**src/rtl/insn_dec_pkg.sv**
```systemverilog
package insn_dec_pkg;
  localparam int unsigned INSN_W  = 32;
  localparam int unsigned OPC_W   = 6;
  localparam int unsigned REG_W   = 5;
  localparam int unsigned SHAMT_W = 5;
  localparam int unsigned FUNCT_W = 6;
  localparam int unsigned IMM_W   = 16;
  localparam int unsigned TGT_W   = INSN_W - OPC_W;

  // field positions, most significant first below the opcode
  localparam int unsigned RS_MSB    = TGT_W - 1;
  localparam int unsigned RT_MSB    = RS_MSB - REG_W;
  localparam int unsigned RD_MSB    = RT_MSB - REG_W;
  localparam int unsigned SHAMT_MSB = RD_MSB - REG_W;
  localparam int unsigned FUNCT_MSB = SHAMT_MSB - SHAMT_W;

  localparam logic [OPC_W-1:0] OPC_REG  = 6'd0;
  localparam logic [OPC_W-1:0] OPC_JMP0 = 6'd2;
  localparam logic [OPC_W-1:0] OPC_JMP1 = 6'd3;

  typedef enum logic [1:0] {
    FMT_REG = 2'b00,
    FMT_IMM = 2'b01,
    FMT_JMP = 2'b10
  } fmt_e;

  typedef struct packed {
    fmt_e               fmt;
    logic [REG_W-1:0]   rs;
    logic [REG_W-1:0]   rt;
    logic [REG_W-1:0]   rd;
    logic [SHAMT_W-1:0] shamt;
    logic [FUNCT_W-1:0] funct;
    logic [INSN_W-1:0]  imm_sext;
    logic [INSN_W-1:0]  imm_zext;
    logic [INSN_W-1:0]  imm_upper;
    logic [TGT_W-1:0]   jtarget;
  } dec_t;
endpackage

```
**src/rtl/insn_fmt_classify.sv**
```systemverilog
module insn_fmt_classify
  import insn_dec_pkg::*;
(
  input  logic [OPC_W-1:0] opcode_i,
  output fmt_e             fmt_o
);
  always_comb begin
    if (opcode_i == OPC_REG)
      fmt_o = FMT_REG;
    else if (opcode_i == OPC_JMP0 || opcode_i == OPC_JMP1)
      fmt_o = FMT_JMP;
    else
      fmt_o = FMT_IMM;
  end
endmodule

```
**src/rtl/insn_field_split.sv**
```systemverilog
module insn_field_split
  import insn_dec_pkg::*;
(
  input  logic [TGT_W-1:0]   body_i,
  input  fmt_e               fmt_i,
  output logic [REG_W-1:0]   rs_o,
  output logic [REG_W-1:0]   rt_o,
  output logic [REG_W-1:0]   rd_o,
  output logic [SHAMT_W-1:0] shamt_o,
  output logic [FUNCT_W-1:0] funct_o,
  output logic [IMM_W-1:0]   imm_o,
  output logic               imm_en_o,
  output logic [TGT_W-1:0]   jtarget_o
);
  logic is_reg, is_imm, is_jmp;

  assign is_reg = (fmt_i == FMT_REG);
  assign is_imm = (fmt_i == FMT_IMM);
  assign is_jmp = (fmt_i == FMT_JMP);

  always_comb begin
    rs_o      = '0;
    rt_o      = '0;
    rd_o      = '0;
    shamt_o   = '0;
    funct_o   = '0;
    imm_o     = '0;
    jtarget_o = '0;
    if (is_reg || is_imm) begin
      rs_o = body_i[RS_MSB -: REG_W];
      rt_o = body_i[RT_MSB -: REG_W];
    end
    if (is_reg) begin
      rd_o    = body_i[RD_MSB -: REG_W];
      shamt_o = body_i[SHAMT_MSB -: SHAMT_W];
      funct_o = body_i[FUNCT_MSB -: FUNCT_W];
    end
    if (is_imm) imm_o = body_i[IMM_W-1:0];
    if (is_jmp) jtarget_o = body_i;
  end

  assign imm_en_o = is_imm;
endmodule

```
**src/rtl/insn_imm_build.sv**
```systemverilog
module insn_imm_build
  import insn_dec_pkg::*;
(
  input  logic [IMM_W-1:0]  imm_i,
  input  logic              en_i,
  output logic [INSN_W-1:0] sext_o,
  output logic [INSN_W-1:0] zext_o,
  output logic [INSN_W-1:0] upper_o
);
  localparam int unsigned EXT_W = INSN_W - IMM_W;

  logic [IMM_W-1:0] imm_q;
  logic             sign;

  assign imm_q = en_i ? imm_i : '0;
  assign sign  = imm_q[IMM_W-1];

  assign sext_o[IMM_W-1:0] = imm_q;
  assign zext_o[IMM_W-1:0] = imm_q;

  for (genvar i = 0; i < EXT_W; i++) begin : g_ext
    assign sext_o[IMM_W+i] = sign;
    assign zext_o[IMM_W+i] = 1'b0;
  end

  assign upper_o = {imm_q, {(INSN_W-IMM_W){1'b0}}};
endmodule

```
**src/rtl/insn_out_stage.sv**
```systemverilog
module insn_out_stage
  import insn_dec_pkg::*;
#(
  parameter bit REGISTERED = 1'b1
) (
  input  logic clk_i,
  input  logic rst_ni,
  input  logic valid_i,
  input  dec_t dec_i,
  output logic valid_o,
  output dec_t dec_o
);
  if (REGISTERED) begin : g_reg
    always_ff @(posedge clk_i or negedge rst_ni) begin
      if (!rst_ni) begin
        valid_o <= 1'b0;
        dec_o   <= '0;
      end else begin
        valid_o <= valid_i;
        if (valid_i) dec_o <= dec_i;
      end
    end
  end else begin : g_comb
    assign valid_o = valid_i;
    assign dec_o   = dec_i;
  end
endmodule

```
**src/rtl/insn_decoder.sv**
```systemverilog
module insn_decoder
  import insn_dec_pkg::*;
#(
  parameter bit REGISTERED = 1'b1
) (
  input  logic               clk_i,
  input  logic               rst_ni,
  input  logic               valid_i,
  input  logic [31:0]        insn_i,
  output logic               valid_o,
  output logic [1:0]         fmt_o,
  output logic [4:0]         rs_o,
  output logic [4:0]         rt_o,
  output logic [4:0]         rd_o,
  output logic [4:0]         shamt_o,
  output logic [5:0]         funct_o,
  output logic [31:0]        imm_sext_o,
  output logic [31:0]        imm_zext_o,
  output logic [31:0]        imm_upper_o,
  output logic [25:0]        jtarget_o
);
  fmt_e             fmt;
  logic [IMM_W-1:0] imm_raw;
  logic             imm_en;
  dec_t             dec_d, dec_q;

  insn_fmt_classify u_classify (
    .opcode_i (insn_i[INSN_W-1 -: OPC_W]),
    .fmt_o    (fmt)
  );

  insn_field_split u_split (
    .body_i    (insn_i[TGT_W-1:0]),
    .fmt_i     (fmt),
    .rs_o      (dec_d.rs),
    .rt_o      (dec_d.rt),
    .rd_o      (dec_d.rd),
    .shamt_o   (dec_d.shamt),
    .funct_o   (dec_d.funct),
    .imm_o     (imm_raw),
    .imm_en_o  (imm_en),
    .jtarget_o (dec_d.jtarget)
  );

  insn_imm_build u_imm (
    .imm_i   (imm_raw),
    .en_i    (imm_en),
    .sext_o  (dec_d.imm_sext),
    .zext_o  (dec_d.imm_zext),
    .upper_o (dec_d.imm_upper)
  );

  assign dec_d.fmt = fmt;

  insn_out_stage #(.REGISTERED(REGISTERED)) u_out (
    .clk_i   (clk_i),
    .rst_ni  (rst_ni),
    .valid_i (valid_i),
    .dec_i   (dec_d),
    .valid_o (valid_o),
    .dec_o   (dec_q)
  );

  assign fmt_o       = dec_q.fmt;
  assign rs_o        = dec_q.rs;
  assign rt_o        = dec_q.rt;
  assign rd_o        = dec_q.rd;
  assign shamt_o     = dec_q.shamt;
  assign funct_o     = dec_q.funct;
  assign imm_sext_o  = dec_q.imm_sext;
  assign imm_zext_o  = dec_q.imm_zext;
  assign imm_upper_o = dec_q.imm_upper;
  assign jtarget_o   = dec_q.jtarget;
endmodule

```
**config.mk**
```make
export PLATFORM = sky130hd
export DESIGN_NAME = insn_decoder
export DESIGN_NICKNAME = d
export VERILOG_FILES = /design/src/rtl/insn_dec_pkg.sv /design/src/rtl/insn_fmt_classify.sv /design/src/rtl/insn_field_split.sv /design/src/rtl/insn_imm_build.sv /design/src/rtl/insn_out_stage.sv /design/src/rtl/insn_decoder.sv
export SDC_FILE = /design/constraint.sdc
export NUM_CORES = 1
export LEC_CHECK = 0
export BUFFER_PORTS_ARGS = -buffer_cell sky130_fd_sc_hd__buf_4
export CORE_ASPECT_RATIO = 0.9
export CORE_MARGIN = 5
export CORE_UTILIZATION = 40
export CTS_BUF_LIST = sky130_fd_sc_hd__clkbuf_8 sky130_fd_sc_hd__clkbuf_16
export DETAILED_ROUTE_END_ITERATION = 8
export GPL_TIMING_DRIVEN = 0
export PLACE_DENSITY = 0.72
export SYNTH_ARGS = -nofsm -noshare
export SYNTH_HDL_FRONTEND = slang
export SYNTH_HIERARCHICAL = 1
export SYNTH_SLANG_ARGS = --single-unit
export TNS_END_PERCENT = 10
```
**constraint.sdc**
```tcl
create_clock -name clk_i -period 1.65 [get_ports clk_i]
set_input_delay 0.165 -clock clk_i [delete_from_list [all_inputs] [get_ports clk_i]]
set_output_delay 0.165 -clock clk_i [all_outputs]
set_load 0.01 [all_outputs]
```
==> impl_metrics.tcl, run 1 <==
set metrics [dict create \
    status "complete, no violations" \
    ant_nets 0 \
    cp-endpoint "u_out/dec_o[50]" \
    routed_wl_um 17900 \
    drt-initial-drc-count 123 \
    worstSetupEndpointType "flip-flop" \
    yosysWarnings 6 \
    grt_pass1_wl_um 28900 \
    antenna_found_initial 0 \
    grt_pass1_vias 5101 \
    syn2layout_area_growth_pct 34.1 \
    setup_viol 0 \
    r2r_start "u_out/dec_o[9]" \
    netlist_area_um2 7400 \
    vias_per_cell 4.54 \
    rrSetupSlack_ns 0.84 \
    clk-insertion-delay-late_ns 0.42 \
    finish.utilization_pct 54.3 \
    slew_headroom_pct 51.5 \
    fin_worst_skew_ns 0 \
    cap_viol_max_count 0 \
    gp_congestion 0.759 \
    p_leak_nw 5.24 \
    min_from "insn_i[18]" \
    final_area_um2 9930 \
    path_clk_slew_ns 0.06 \
    grt_overflow_total 0 \
    hpwl_um 13400 \
    fin_nets 775 \
    root_buffer "clkbuf_16" \
    finalMaxSlewViolations 0 \
    yosysUniqueCellTypes 18 \
    required_ns 1.95 \
    postSynthRegisterBits 151 \
    dr.pass1.iters 4 \
    cts_tree "yes" \
    die_area_um2 21300 \
    path_max_fanout 10 \
    crit_start "insn_i[28]" \
    wire_per_inst_um 18.0 \
    diodes 0 \
    grt_start_max_net_pins 80 \
    die-height_um 139 \
    hp-class "in2reg" \
    r2r.worst_path.cells 1 \
    fin_crit_ns 1.53 \
    cts-buffers-inserted 17 \
    avgSynthCellArea_um2 14.7 \
    r2r_end "u_out/dec_o[9]" \
    crit_arrival_ns 1.83 \
    clockBufferDepth 2 \
    die_w_um 153 \
    power_density_nw_per_um2 1020 \
    peakVddDrop_uv 680 \
    coreArea_um2 18300 \
    initial_core_util_pct 40.5 \
    ctsResizeCount 0 \
    htree_levels 4 \
    critPathLaunchType "primary input" \
    dpl_cell_area_um2 9280 \
    cts_sinks 151 \
    vias 4529 \
    drive_gt1_share_pct 65.3 \
    ys_seq_area_share_pct 51.0 \
    crit_type "in2reg" \
    grtUsageTotal_pct 17.1 \
    worstMarginPinSlew_ns 0.728 \
    fmax_mhz 652 \
    io_pins 186 \
    drc_errors 0 \
    port-buffer-count 185 \
    hold_viol 0 \
    post-route-period-util_pct 93.0 \
    syn_inst 502 \
    rsz0062_at_grt "false" \
    row_count 47 \
]
## power by group
| part | internal, mW | total (mW) | switching, mW |
|---|---|---|---|
| clock | 2.60 | 4.14 | 1.54 |
| combinational | 1.07 | 1.78 | 0.711 |
| sequential | 4.02 | 4.22 | 0.204 |
| total | 7.69 | 10.1 | 2.45 |
## placed cells by master (no fill, tap or decap)
master,count
and2_2,11
clkinvlp_4,1
nor2b_4,1
buf_8,1
inv_6,1
buf_16,1
mux2_2,50
and2_4,2
nor2b_1,10
mux2_4,100
and3b_1,42
clkbuf_2,2
nor4_4,1
dfrtp_1,151
clkbuf_1,2
clkinv_2,2
conb_1,32
dlygate4sd3_1,2
and2_1,4
bufinv_16,4
clkinv_4,3
clkbuf_8,2
buf_6,17
inv_1,2
nor3b_1,16
buf_4,266
buf_2,8
o21ai_2,1
clkbuf_16,17
## layout make-up
type                            count  area [µm²]
Fill cell                        1540        8360
Sequential cell                   151        3780
Multi-Input combinational cell    270        2900
Timing Repair Buffer              188        1440
Buffer                            111         868
Clock buffer                       19         453
Tap cell                          245         307
Clock inverter                     12         176
Inverter                            1        3.75
## sequential cells by signal (all words and copies together) (netlist names)
name           flops
u_out/valid_o      1
u_out/dec_o      150
## worst min-delay path by stage
stage / depth (start not counted) / slack, ns / to
6_report: 3 / 0.12 / u_out/dec_o[140]
5_1_grt: 3 / 0.11 / u_out/dec_o[140]
2_1_floorplan: 0 / -0.13 / u_out/dec_o[0]
3_5_place_dp: 1 / 0.23 / u_out/dec_o[81]
4_1_cts: 3 / 0.09 / u_out/dec_o[140]
3_3_place_gp: 1 / 0.29 / u_out/valid_o
## critical path, stage by stage
cell and delay [ns]:
buf_4 0.12, nor4_4 0.29, and2_4 0.23, buf_4 0.21, nor2b_4 0.09, buf_6 0.14
and2_2 0.19, buf_4 0.13, mux2_2 0.26
## repair_timing
item,CTS,global route
buffers inserted,0,0
hold buffers,2,0
endpoints found under the hold margin,73,0
## Yosys cell counts, drive strengths merged
master | count | share of area (%)
inv | 1 | 0.051
nor4 | 1 | 0.17
clkbuf | 4 | 0.24
o21ai | 1 | 0.068
conb | 1 | 0.051
and2 | 17 | 1.6
nor2b | 11 | 0.93
buf | 107 | 11
and3b | 42 | 5.0
dfrtp | 151 | 51
nor3b | 16 | 1.6
mux2 | 150 | 28
## cells by family after synthesis
logic type	Yosys count	share of synthesized area (%)
compound gates	1	0.0675
flops	151	51.0
simple gates	87	9.33
mux	150	27.9
buf+inv	112	11.6
other cells	1	0.0507
## through the flow
stage | power (mW) | TNS, ns | hold slack (ns) | setup WS, ns | cells
3_5_place_dp | 6.09 | -15.36 | 0.234 | -0.313 | 964
5_1_grt | 10.6 | 0 | 0.112 | 0.0279 | 997
3_3_place_gp | 6.00 | -50.37 | 0.291 | -0.286 | 963
4_1_cts | 10.3 | 0 | 0.0862 | 0.140 | 997
6_report | 10.1 | 0 | 0.120 | 0.116 | 997
2_1_floorplan | 5.22 | 0 | -0.131 | 0.00623 | 533
## metal layers
metal	global-route usage (%)	part of all wire (%)	vias up
li1	-	-	2088
met1	21.1	43	2281
met2	28.3	49	140
met3	5.96	6.8	20
met4	5.58	1.6	0
met5	0	0	-
No activity file was read; power rests on OpenSTA's default activity.
==> run 2: changes to the inputs <==
--- a/config.mk
+++ b/config.mk
@@ -5,6 +5,7 @@
 export SDC_FILE = /design/constraint.sdc
 export NUM_CORES = 1
 export LEC_CHECK = 0
+export ABC_AREA = 1
 export BUFFER_PORTS_ARGS = -buffer_cell sky130_fd_sc_hd__buf_4
 export CORE_ASPECT_RATIO = 0.9
 export CORE_MARGIN = 5
==> impl_metrics.tcl, run 2 <==
set metrics [dict create \
    status "complete, no violations" \
    vias_per_cell 4.29 \
    grt_start_max_net_pins 79 \
    setup_ws_ns 0.134 \
    synth.most_common_cell "nand2_1" \
    crit_type "in2reg" \
    async_flop_share_pct 100 \
    required_ns 1.96 \
    dpl_cell_area_um2 8790 \
    grt_pass1_wl_um 29600 \
    grt_overflow_total 0 \
    fmax_mhz 660 \
    yosysUniqueCellTypes 14 \
    tns_ns 0 \
    hold-worst-slack_ns 0.0766 \
    layout_commonest_cell "nand2_1" \
    finish.utilization_pct 55.6 \
    netlist.area_leader.share_pct 54.3 \
    crit_arrival_ns 1.83 \
    r2r_start "u_out/dec_o[3]" \
    post-route-period-util_pct 91.9 \
    cts_tree "yes" \
    fin_nets 1136 \
    gp_congestion 0.775 \
    path_clk_slew_ns 0.06 \
    grt_pass1_vias 5586 \
    path_max_fanout 18 \
    diodes 0 \
    drc_errors 0 \
    syn2layout_area_growth_pct 35.8 \
    fin_crit_ns 1.52 \
    worstMarginPinSlew_ns 0.693 \
    vias 5782 \
    peakVddDrop_uv 722 \
    final_area_um2 9450 \
    hold_depth 5 \
    hp-class "in2reg" \
    die_area_um2 20100 \
    syn_inst 862 \
    r2r_end "u_out/dec_o[3]" \
    layout_common_cells "nand2_1, buf_4, dfrtp_1" \
    top_register "u_out/dec_o" \
    cap_viol_max_count 0 \
    power_mw 9.66 \
    drive_gt1_share_pct 31.2 \
    avgSynthCellArea_um2 8.07 \
    initial_core_util_pct 40.9 \
    htree_levels 4 \
    root_buffer "clkbuf_16" \
    finalMaxSlewViolations 0 \
    routed_wl_um 18600 \
    synth_edf_count 0 \
    hold_viol 0 \
    wire_per_inst_um 13.8 \
    antenna_found_initial 0 \
    largest_reg_flops 150 \
    ant_nets 0 \
    fill_cells 1632 \
    dp_slack_ns -0.408 \
    drt-initial-drc-count 369 \
    coreArea_um2 17000 \
    die_w_um 149 \
    dr.pass1.iters 4 \
    ys_seq_area_share_pct 54.3 \
    grtUsageTotal_pct 18.9 \
    fin_worst_skew_ns 0 \
    synth_area_leaders "dfrtp_1, nand2_1, buf_4" \
    netlist_area_um2 6960 \
    synth.largest_area_cell "dfrtp_1" \
    cts-buffers-inserted 17 \
    r2r.worst_path.cells 2 \
    power_density_nw_per_um2 1020 \
    die-height_um 135 \
    cts_sinks 151 \
    worstSetupEndpointType "flip-flop" \
    p_leak_nw 5.69 \
    critPathLaunchType "primary input" \
    hpwl_um 13700 \
    synth_ff_type "dfrtp_1" \
    setup_viol 0 \
    hold_path_end "u_out/dec_o[145]" \
    rrSetupSlack_ns 1.00 \
    postSynthRegisterBits 151 \
    reg_top3 "u_out/dec_o (150), u_out/valid_o (1)" \
    rsz0062_at_grt "false" \
    io_pins 186 \
    fin_cells 1349 \
    min_from "insn_i[23]" \
    port-buffer-count 185 \
    clk-insertion-delay-late_ns 0.41 \
    row_count 45 \
    slew_headroom_pct 53.8 \
    yosysWarnings 6 \
    place_inst 1314 \
    synthTopCellsByCount "nand2_1, dfrtp_1, buf_4, nor2_1, inv_1" \
    clockBufferDepth 2 \
]
run 2: cell types whose count changed after synthesis, moves of 11 or more:
cell,change
nor3b_1,-16
and3b_1,-42
nor2_1,+71
nor2b_1,-11
inv_1,+43
mux2_4,-100
and2_2,-12
mux2_2,-50
nand2_1,+463
run 2: metal layers:
layer | vias up | share of wire [%] | track usage (%)
li1 | 2904 | - | -
met1 | 2692 | 45 | 25.3
met2 | 164 | 46 | 28.8
met3 | 22 | 7.8 | 6.89
met4 | 0 | 1.5 | 6.10
met5 | - | 0 | 0
run 2: critical path, cell delays in order:
cell	delay, ns
buf_4	0.11
nor2_1	0.12
nand2_1	0.11
nor2_4	0.16
inv_2	0.09
nand2_4	0.12
buf_6	0.15
inv_1	0.05
buf_6	0.13
nand2_1	0.09
clkinvlp_4	0.12
buf_12	0.16
buf_4	0.13
nand2_1	0.06
nand2_1	0.05
run 2: report_power, final:
group          internal [mW]  switching (mW)  total (mW)
Clock                   2.52            1.50        4.01
Sequential              3.97           0.163        4.14
Combinational          0.744           0.772        1.52
run 2: worst max-delay path by stage:
stage	from	end	slack, ns
2_1_floorplan	insn_i[29]	u_out/dec_o[106]	0.01
3_3_place_gp	insn_i[29]	u_out/dec_o[121]	-0.41
3_5_place_dp	insn_i[31]	u_out/dec_o[121]	-0.41
4_1_cts	insn_i[29]	u_out/dec_o[121]	0.04
5_1_grt	insn_i[31]	u_out/dec_o[115]	0.03
6_report	insn_i[31]	u_out/dec_o[117]	0.13
run 2: area by class of cell:
type	instances	area, µm²	share of cell area (%)
buffer	120	923	9.77
timing repair buffer	189	1460	15.4
clock buffer	21	480	5.08
tap	235	294	3.11
inverter	47	183	1.93
sequential	151	3780	40.0
multi-input combinational	575	2200	23.3
clock inverter	11	131	1.39
run 2: what timing repair did:
item | CTS | global route
resized for setup | 0 | 2
endpoints found under the hold margin | 74 | 0
endpoints found under the setup margin | 0 | 18
buffers inserted | 0 | 1
hold buffers | 2 | 0
run 2: kinds of logic after synthesis:
kind of cell / count (synthesis) / synth area share, %
other cells: 1 / 0.0539
flops: 151 / 54.3
simple gates: 543 / 29.8
buf+inv: 167 / 15.8
==> run 3: changes to the inputs <==
--- a/config.mk
+++ b/config.mk
@@ -9,11 +9,11 @@
 export BUFFER_PORTS_ARGS = -buffer_cell sky130_fd_sc_hd__buf_4
 export CORE_ASPECT_RATIO = 0.9
 export CORE_MARGIN = 5
-export CORE_UTILIZATION = 40
+export CORE_UTILIZATION = 50
 export CTS_BUF_LIST = sky130_fd_sc_hd__clkbuf_8 sky130_fd_sc_hd__clkbuf_16
 export DETAILED_ROUTE_END_ITERATION = 8
 export GPL_TIMING_DRIVEN = 0
-export PLACE_DENSITY = 0.72
+export PLACE_DENSITY = 0.85
 export SYNTH_ARGS = -nofsm -noshare
 export SYNTH_HDL_FRONTEND = slang
 export SYNTH_HIERARCHICAL = 1
==> impl_metrics.tcl, run 3 (synthesized netlist as in run 2, its figures left out) <==
set metrics [dict create \
    hp-class "in2reg" \
    worstSetupEndpointType "flip-flop" \
    routed_wl_um 18000 \
    crit_type "in2reg" \
    fmax_mhz 649 \
    vias 5814 \
    p_leak_nw 5.62 \
    top_register "u_out/dec_o" \
    drc_errors 0 \
    hold-worst-slack_ns 0.0826 \
    coreArea_um2 13500 \
    die-height_um 122 \
    cts_tree "yes" \
    hpwl_um 13300 \
    dr.pass1.iters 4 \
    post-route-period-util_pct 93.4 \
    fin_nets 1136 \
    wire_per_inst_um 14.0 \
    r2r_start "u_out/dec_o[103]" \
    power_mw 9.13 \
    vias_per_cell 4.54 \
    crit_start "insn_i[31]" \
    finalMaxSlewViolations 0 \
    antenna_found_initial 0 \
    initial_core_util_pct 51.5 \
    status "complete, no violations" \
    r2r.worst_path.cells 2 \
    hold_viol 0 \
    critPathLaunchType "primary input" \
    grt_pass1_vias 5666 \
    largest_reg_flops 150 \
    crit_arrival_ns 1.84 \
    path_max_fanout 19 \
    cts-buffers-inserted 17 \
    path_clk_slew_ns 0.06 \
    rsz0062_at_grt "false" \
    peakVddDrop_uv 613 \
    reg_top3 "u_out/dec_o (150), u_out/valid_o (1)" \
    grtUsageTotal_pct 22.6 \
    cp-endpoint "u_out/dec_o[110]" \
    setup_viol 0 \
    diodes 0 \
    grt_pass1_wl_um 28800 \
    port-buffer-count 185 \
    drive_gt1_share_pct 31.6 \
    cts_sinks 151 \
    ant_nets 0 \
    cap_viol_max_count 0 \
    die_w_um 134 \
    fin_worst_skew_ns 0 \
    rrSetupSlack_ns 1.00 \
    io_pins 186 \
    fin_crit_ns 1.54 \
    drt-initial-drc-count 264 \
    r2r_end "u_out/dec_o[103]" \
    layout_common_cells "nand2_1, buf_4, dfrtp_1" \
    syn2layout_area_growth_pct 33.5 \
    gp_congestion 0.806 \
    power_density_nw_per_um2 982 \
    root_buffer "clkbuf_16" \
    row_count 40 \
    required_ns 1.95 \
    slew_headroom_pct 58.1 \
    layout_commonest_cell "nand2_1" \
    worstMarginPinSlew_ns 0.628 \
    die_area_um2 16400 \
    grt_start_max_net_pins 87 \
    clockBufferDepth 2 \
    htree_levels 4 \
    grt_overflow_total 0 \
    clk-insertion-delay-late_ns 0.41 \
]
## run 3: cell types whose count changed in the layout (fill, tap and decap cells not counted), sizes merged
cell	delta
bufinv	-3
clkbuf	-2
clkinv	+3
clkinvlp	+6
inv	-4
## run 3: worst max-delay path, cell delays in order
cell        delay, ns
buf_4            0.11
nor2_1           0.14
nand2_1          0.11
nor2_4           0.17
inv_2            0.09
nand2_4          0.11
buf_6            0.15
inv_1            0.05
buf_6            0.13
nand2_1          0.10
clkinvlp_4       0.10
buf_12           0.16
buf_4            0.13
nand2_1          0.07
nand2_1          0.06
## run 3: layer usage
metal | global-route usage [%] | share of wire, %
met2 | 36.4 | 48
met1 | 28.6 | 42
met3 | 8.13 | 7.8
met5 | 0 | 0
met4 | 7.70 | 2.3
## run 3: through the flow
step	area, µm²	utilization, %	TNS, ns	std cells	setup WS [ns]
global placement	8680	64.2	-55.09	1246	-0.375
CTS	9290	68.7	0	1282	0.0908
global route	9290	68.8	0	1282	0.00256
finish	9290	68.8	0	1282	0.110
detailed placement	8710	64.4	-14.70	1247	-0.450
floorplan	7080	-	0	893	0.0148
## run 3: worst min-delay path by stage
stage | start | to | slack (ns) | cells past startpoint
2_1_floorplan | rst_ni | u_out/dec_o[0] | -0.13 | 0
3_3_place_gp | valid_i | u_out/valid_o | 0.29 | 1
3_5_place_dp | rst_ni | u_out/dec_o[79] | 0.20 | 1
4_1_cts | insn_i[25] | u_out/dec_o[147] | 0.06 | 5
5_1_grt | insn_i[23] | u_out/dec_o[145] | 0.08 | 5
6_report | insn_i[20] | u_out/dec_o[142] | 0.08 | 5
## run 3: power by group
group / internal, mW / switching, mW / leakage [nW]
clock: 1.98 / 1.49 / 0.248
sequential: 3.97 / 0.166 / 1.93
combinational: 0.744 / 0.775 / 3.44
## run 3: repair_timing
| item | CTS | global route |
|---|---|---|
| cloned | 0 | 0 |
| gates resized for setup | 1 | 1 |
| setup endpoints to repair | 8 | 5 |
| endpoints found under the hold margin | 66 | 0 |
| hold buffers | 2 | 0 |
| buffers inserted | 1 | 0 |
## run 3: layout make-up
| class | count | area, µm² |
|---|---|---|
| Clock inverter | 13 | 82.6 |
| Buffer | 120 | 923 |
| Timing Repair Buffer | 189 | 1460 |
| Inverter | 47 | 183 |
| Tap cell | 168 | 210 |
| Multi-Input combinational cell | 575 | 2200 |
| Sequential cell | 151 | 3780 |
| Fill cell | 1145 | 4220 |
| Clock buffer | 19 | 453 |
